### config.mk
export PLATFORM = sky130hd
export DESIGN_NAME = fp_dword_store
export DESIGN_NICKNAME = d
export VERILOG_FILES = /design/src/rtl/fpst_pkg.sv /design/src/rtl/fpst_decode.sv /design/src/rtl/fpst_agen.sv /design/src/rtl/fp_dword_store.sv
export SDC_FILE = /design/constraint.sdc
export NUM_CORES = 1
export LEC_CHECK = 0
export ABC_CLOCK_PERIOD_IN_PS = 4810
export CAP_MARGIN = 20
export CORE_AREA = 2 2 177 179
export CTS_CLUSTER_SIZE = 28
export DETAILED_ROUTE_END_ITERATION = 8
export DIE_AREA = 0 0 179 181
export PLACE_DENSITY = 0.76
export RECOVER_POWER = 100
export SLEW_MARGIN = 20
export SYNTH_ARGS = -nofsm -noshare
export SYNTH_HDL_FRONTEND = slang
export SYNTH_SLANG_ARGS = --single-unit
### constraint.sdc
create_clock -name clk -period 4.81 [get_ports clk]
set_input_delay 1.443 -clock clk [delete_from_list [all_inputs] [get_ports clk]]
set_output_delay 1.443 -clock clk [all_outputs]
set_load 0.02 [all_outputs]
### src/rtl/fpst_pkg.sv
package fpst_pkg;
  localparam int unsigned OPC_W = 6;
  localparam int unsigned XO_W  = 10;
  localparam int unsigned RIDX_W = 5;
  localparam logic [OPC_W-1:0] OPC_DISP   = 6'd54;
  localparam logic [OPC_W-1:0] OPC_DISP_U = 6'd55;
  localparam logic [OPC_W-1:0] OPC_EXT    = 6'd31;
  localparam logic [XO_W-1:0]  XO_IDX     = 10'd727;
  localparam logic [XO_W-1:0]  XO_IDX_U   = 10'd759;

  typedef enum logic [2:0] {
    FORM_NONE, FORM_DISP, FORM_DISP_U, FORM_IDX, FORM_IDX_U
  } fpst_form_e;

  typedef struct packed {
    fpst_form_e          form;
    logic [RIDX_W-1:0]   fs;
    logic [RIDX_W-1:0]   ra;
    logic [RIDX_W-1:0]   rb;
    logic [15:0]         disp;
  } fpst_dec_t;
endpackage

### src/rtl/fpst_decode.sv
module fpst_decode
  import fpst_pkg::*;
(
  input  logic [31:0] instr,
  output fpst_dec_t   dec,
  output logic        recog,
  output logic        upd
);
  logic [OPC_W-1:0] opc;
  logic [XO_W-1:0]  xo;
  logic             rc;

  assign opc = instr[31:26];
  assign xo  = instr[10:1];
  assign rc  = instr[0];

  always_comb begin
    dec.fs   = instr[25:21];
    dec.ra   = instr[20:16];
    dec.rb   = instr[15:11];
    dec.disp = instr[15:0];
    dec.form = FORM_NONE;
    if (opc == OPC_DISP)        dec.form = FORM_DISP;
    else if (opc == OPC_DISP_U) dec.form = FORM_DISP_U;
    else if (opc == OPC_EXT && !rc) begin
      if (xo == XO_IDX)        dec.form = FORM_IDX;
      else if (xo == XO_IDX_U) dec.form = FORM_IDX_U;
    end
  end

  assign recog = (dec.form != FORM_NONE);
  assign upd   = (dec.form == FORM_DISP_U) || (dec.form == FORM_IDX_U);
endmodule

### src/rtl/fpst_agen.sv
module fpst_agen
  import fpst_pkg::*;
#(
  parameter int unsigned XLEN = 64,
  parameter int unsigned AW   = 32
) (
  input  fpst_dec_t        dec,
  input  logic [XLEN-1:0]  gpr_a,
  input  logic [XLEN-1:0]  gpr_b,
  output logic [AW-1:0]    ea
);
  localparam int unsigned DISP_W = 16;
  logic [XLEN-1:0] base, offs, sum;
  logic            zero_base;

  assign zero_base = (dec.ra == '0) &&
                     (dec.form == FORM_DISP || dec.form == FORM_IDX);
  assign base = zero_base ? '0 : gpr_a;
  assign offs = (dec.form == FORM_IDX || dec.form == FORM_IDX_U) ? gpr_b :
                {{(XLEN-DISP_W){dec.disp[DISP_W-1]}}, dec.disp};
  assign sum  = base + offs;
  assign ea   = sum[AW-1:0];
endmodule

### src/rtl/fp_dword_store.sv
module fp_dword_store
  import fpst_pkg::*;
#(
  parameter int unsigned XLEN = 64,
  parameter int unsigned AW   = 32,
  parameter int unsigned FLEN = 64
) (
  input  logic            clk,
  input  logic            rst,
  input  logic            in_valid,
  output logic            in_ready,
  input  logic [31:0]     in_instr,
  input  logic            fp_en,
  output logic            rd_req,
  output logic [4:0]      rd_gpr_a_idx,
  output logic [4:0]      rd_gpr_b_idx,
  output logic [4:0]      rd_fpr_idx,
  input  logic            rd_valid,
  input  logic [XLEN-1:0] rd_gpr_a,
  input  logic [XLEN-1:0] rd_gpr_b,
  input  logic [FLEN-1:0] rd_fpr,
  input  logic            resv_en,
  input  logic            resv_active,
  output logic            mem_wr_valid,
  output logic [AW-1:0]   mem_wr_addr,
  output logic [FLEN-1:0] mem_wr_data,
  output logic            wb_valid,
  output logic [4:0]      wb_idx,
  output logic [XLEN-1:0] wb_data,
  output logic            resv_inv_valid,
  output logic [AW-1:0]   resv_inv_addr,
  output logic            exc_invalid_form,
  output logic            exc_fp_unavail,
  output logic            exc_illegal
);
  typedef enum logic {S_IDLE, S_READ} st_e;

  st_e       state;
  fpst_dec_t dec, dec_q;
  logic      recog, upd, upd_q;
  logic [AW-1:0] ea;

  fpst_decode u_dec (.instr(in_instr), .dec(dec), .recog(recog), .upd(upd));

  fpst_agen #(.XLEN(XLEN), .AW(AW)) u_agen (
    .dec(dec_q), .gpr_a(rd_gpr_a), .gpr_b(rd_gpr_b), .ea(ea)
  );

  assign in_ready     = (state == S_IDLE);
  assign rd_req       = (state == S_READ);
  assign rd_gpr_a_idx = dec_q.ra;
  assign rd_gpr_b_idx = dec_q.rb;
  assign rd_fpr_idx   = dec_q.fs;

  always_ff @(posedge clk) begin
    if (rst) begin
      state            <= S_IDLE;
      dec_q            <= '0;
      upd_q            <= 1'b0;
      mem_wr_valid     <= 1'b0;
      mem_wr_addr      <= '0;
      mem_wr_data      <= '0;
      wb_valid         <= 1'b0;
      wb_idx           <= '0;
      wb_data          <= '0;
      resv_inv_valid   <= 1'b0;
      resv_inv_addr    <= '0;
      exc_invalid_form <= 1'b0;
      exc_fp_unavail   <= 1'b0;
      exc_illegal      <= 1'b0;
    end else begin
      mem_wr_valid     <= 1'b0;
      wb_valid         <= 1'b0;
      resv_inv_valid   <= 1'b0;
      exc_invalid_form <= 1'b0;
      exc_fp_unavail   <= 1'b0;
      exc_illegal      <= 1'b0;
      case (state)
        S_IDLE: begin
          if (in_valid) begin
            if (!recog)                     exc_illegal      <= 1'b1;
            else if (!fp_en)                exc_fp_unavail   <= 1'b1;
            else if (upd && dec.ra == '0)   exc_invalid_form <= 1'b1;
            else begin
              dec_q <= dec;
              upd_q <= upd;
              state <= S_READ;
            end
          end
        end
        S_READ: begin
          if (rd_valid) begin
            mem_wr_valid <= 1'b1;
            mem_wr_addr  <= ea;
            mem_wr_data  <= rd_fpr;
            if (upd_q) begin
              wb_valid <= 1'b1;
              wb_idx   <= dec_q.ra;
              wb_data  <= {{(XLEN-AW){1'b0}}, ea};
            end
            if (resv_en && resv_active) begin
              resv_inv_valid <= 1'b1;
              resv_inv_addr  <= ea;
            end
            state <= S_IDLE;
          end
        end
        default: state <= S_IDLE;
      endcase
    end
  end
endmodule

==> metrics.yaml <==
route:
  ant_nets: 0
  drt_iter0_drc: 509
  viasPerCell: 5.08
  drc: 0
  wl_um: 35400
  vias: 10300
  routedWlPerCell_um: 17.5
  dr.pass1.iters: 5
yosys:
  synth.most_common_cell: "nand2_1"
  netlist_instances: 1289
  synth-seq-cells: 202
  ys_warn_count: 0
  synth-edff-count: 0
  ys_seq_area_share_pct: 39.6
  yosys_most_used_dff: "dfxtp_1"
  async_flop_share_pct: 0
  avgSynthCellArea_um2: 7.93
  netlist_area_mm2: 0.0102
  synth_top_cell_by_area: "dfxtp_1"
  synth.area.top_cells: "dfxtp_1 40%, nand2_1 9.3%, a21oi_1 7.5%, ha_1 3.8%, buf_4 3.5%"
  synthTopCellsByCount: "254 x nand2_1, 202 x dfxtp_1, 154 x a21oi_1, 79 x nor2_1, 66 x clkbuf_1"
  yosysTopAreaCellShare_pct: 39.6
  ys_types: 67
pwr:
  p_switching_mw: 0.927
  swShare_pct: 24.0
  leakagePower_nw: 6.17
  seq_power_share_pct: 43.4
  p_int_mw: 2.94
  p_comb_share_pct: 8.9
  power.density_mw_per_mm2: 262
  p_clk_share_pct: 47.7
  max-vdd-ir-drop_uv: 198
die:
  core_area_mm2: 0.0303
  dieWidth_um: 179
  floorplan.initialDensity_pct: 33.7
  die_area_mm2: 0.0324
  row_count: 64
  chipHeight_um: 181
  ios: 451
cts:
  postCtsSetupBuffers: 0
  clk_latency_ps: 520
  ctsResizeCount: 0
  cts_tree: "built"
  clk_path_buf_depth: 3
  htreeDepth: 1
  path_clk_slew_ps: 60
  cts_hold_buf: 0
  cts_num_sinks: 202
  cts_buffers: 24
  clock_tree.root_cell: "clkbuf_16"
setup_path:
  required_ps: 5100
  critPathTopFamily: "simple AND/OR/NAND/NOR gates"
  worstPathArrival_ps: 4850
  path_buf_inv: 2
  max_stage_delay_ps: 680
  worstSetupPathType: "input port to flop"
  cp_max_fo: 19
  end_kind: "flop"
  cpMostUsedCell: "nor2_1"
  path_cells: "dlygate4sd3_1 -> nor4bb_1 -> and4bb_1 -> a21bo_2 -> nand3_1 -> nor2_1 -> clkbuf_2 -> mux2i_1 -> nor2_1"
  critPathLaunchType: "input port"
  slowest_stage: "clkbuf_2"
placement:
  hpwl_um: 27000
  io_buffer_count: 354
  dp.cells: 1978
  gp_congestion: 0.907
global_route:
  gr-usage-met1_pct: 26.1
  grt_usage_pct: 21.2
  grt_busiest_layer: "met2"
  antenna_found_initial: 1
  grt_use_met3_pct: 4.57
  grt_max_degree: 128
  grt_pass1_wl_um: 54500
  grt-ovfl-total: 0
  grt_pass1_vias: 9977
  use_met2_pct: 37.1
sta:
  fmax_ghz: 0.219
  fin_worst_skew_ps: 12.2
  setup_viol: 0
  finalSetupTns_ps: 0
  rsz0062_at_grt: "no"
  tightestPinTransition_ps: 2430
  drv_slew: 128
  relSlewSlack_pct: -61.7
  fin_crit_ps: 4560
  finalCritPeriodShare_pct: 94.8
  hold_viol: 0
finish:
  layout.nets: 1871
  area_growth_syn_to_layout_pct: 44.4
  nFillCells: 2949
  layoutNonFillerInstCount: 2023
  final_core_util_pct: 48.6
  drive_above_1_share_pct: 6.03
hold_path:
  holdCritPathClass: "flop to flop"
status:
  status: "finished, violations left"
  violations: "max-capacitance violations, max-slew violations"
job:
  max_cap_viol_count: 1
cell families (layout without fill, tap and decap cells):
logic type               count (synthesis)  after routing  synth area share [%]
AND/OR/NAND/NOR                        525            525                  24.3
adder cells (fa/ha/maj)                 32             32                  3.99
flip-flops                             202            202                  39.6
multiplexers                            39             39                  4.03
XOR/XNOR                                16             16                  1.37
AO/OA/AOI/OAI                          327            327                  19.4
buffers and inverters                  147            453                  7.24
other                                    1             33                0.0367
stage by stage:
stage / area [um2] / power [mW] / worst slack [ps] / hold WS, ps
2_1_floorplan: 10300 / 1.88 / 828 / 454
3_3_place_gp: 14000 / 2.06 / 201 / 441
3_5_place_dp: 14000 / 2.06 / 57.6 / 446
4_1_cts: 14800 / 3.92 / 595 / 454
5_1_grt: 14800 / 4.01 / 68.1 / 462
6_report: 14800 / 3.86 / 248 / 450
cells in the final DEF (no fill, tap or decap), types with 6 or more instances in the layout:
cell type        instances
nand2_1                253
dfxtp_1                202
dlygate4sd3_1          190
clkdlybuf4s50_1        163
a21oi_1                156
nor2_1                  80
o21ai_0                 57
nand3_1                 38
and2_1                  37
conb_1                  32
nand3b_1                31
a21o_1                  31
ha_1                    31
clkbuf_16               24
mux2i_1                 22
buf_4                   22
inv_1                   19
mux2_2                  17
and3_1                  14
nor3b_1                 11
xor2_1                  10
clkbuf_1                10
o211ai_1                 9
nor4_1                   9
nor3_1                   9
a211oi_1                 9
a311oi_1                 9
nand2b_1                 9
a211o_1                  8
or3_1                    7
xnor2_1                  6
o21a_1                   6
and2_0                   6
worst min-delay path, delay by kind of cell, from the launching register on:
kind / cells / cell delay, ps
compound gates: 1 / 50
simple gates: 1 / 50
flops: 1 / 300
routing by layer:
layer	share of wire (%)	wire length [um]	up-vias
met5	0	0	-
met4	2.2	797	0
met3	7.9	2790	53
met2	48	17100	384
met1	41	14700	4793
li1	-	-	5038
final cells by class:
class	instances	area, um2	area share, %
diodes	1	2.50	0.0170
clock buffers	28	646	4.38
clock inverters	16	170	1.15
inverters	19	71.3	0.483
multi-input cells	971	5550	37.6
flip-flops and latches	202	4040	27.4
well taps	396	495	3.36
repair buffers	390	3780	25.6
flip-flops by register name (all words and copies together), names as in the netlist:
| name | flops |
|---|---|
| mem_wr_data | 64 |
| mem_wr_addr | 32 |
| resv_inv_addr | 32 |
| wb_data | 32 |
| dec_q | 14 |
| rd_fpr_idx | 5 |
| rd_gpr_a_idx | 5 |
| rd_gpr_b_idx | 5 |
| wb_idx | 5 |
| exc_fp_unavail | 1 |
| exc_illegal | 1 |
| exc_invalid_form | 1 |
| mem_wr_valid | 1 |
| rd_req | 1 |
| resv_inv_valid | 1 |
| upd_q | 1 |
| wb_valid | 1 |
power by group through the flow:
| stage | logic [mW] | registers [mW] | clock network, mW |
|---|---|---|---|
| after floorplan | 0.166 | 1.72 | 0 |
| after global placement | 0.344 | 1.71 | 0 |
| after detailed placement | 0.347 | 1.71 | 0 |
| after CTS | 0.349 | 1.68 | 1.89 |
| after global routing | 0.371 | 1.68 | 1.96 |
| final | 0.344 | 1.68 | 1.84 |
final timing paths:
path | start | endpoint | slack (ps) | depth (start not counted)
worst max register to register | dec_q[31] | mem_wr_addr[30] | 570 | 11
worst min-delay path | mem_wr_data[21] | mem_wr_data[21] | 450 | 2
worst min register to register | mem_wr_data[21] | mem_wr_data[21] | 450 | 2
worst max-delay path | in_instr[10] | dec_q[7] | 250 | 9
Note: power is estimated with default switching activity, not from simulation.
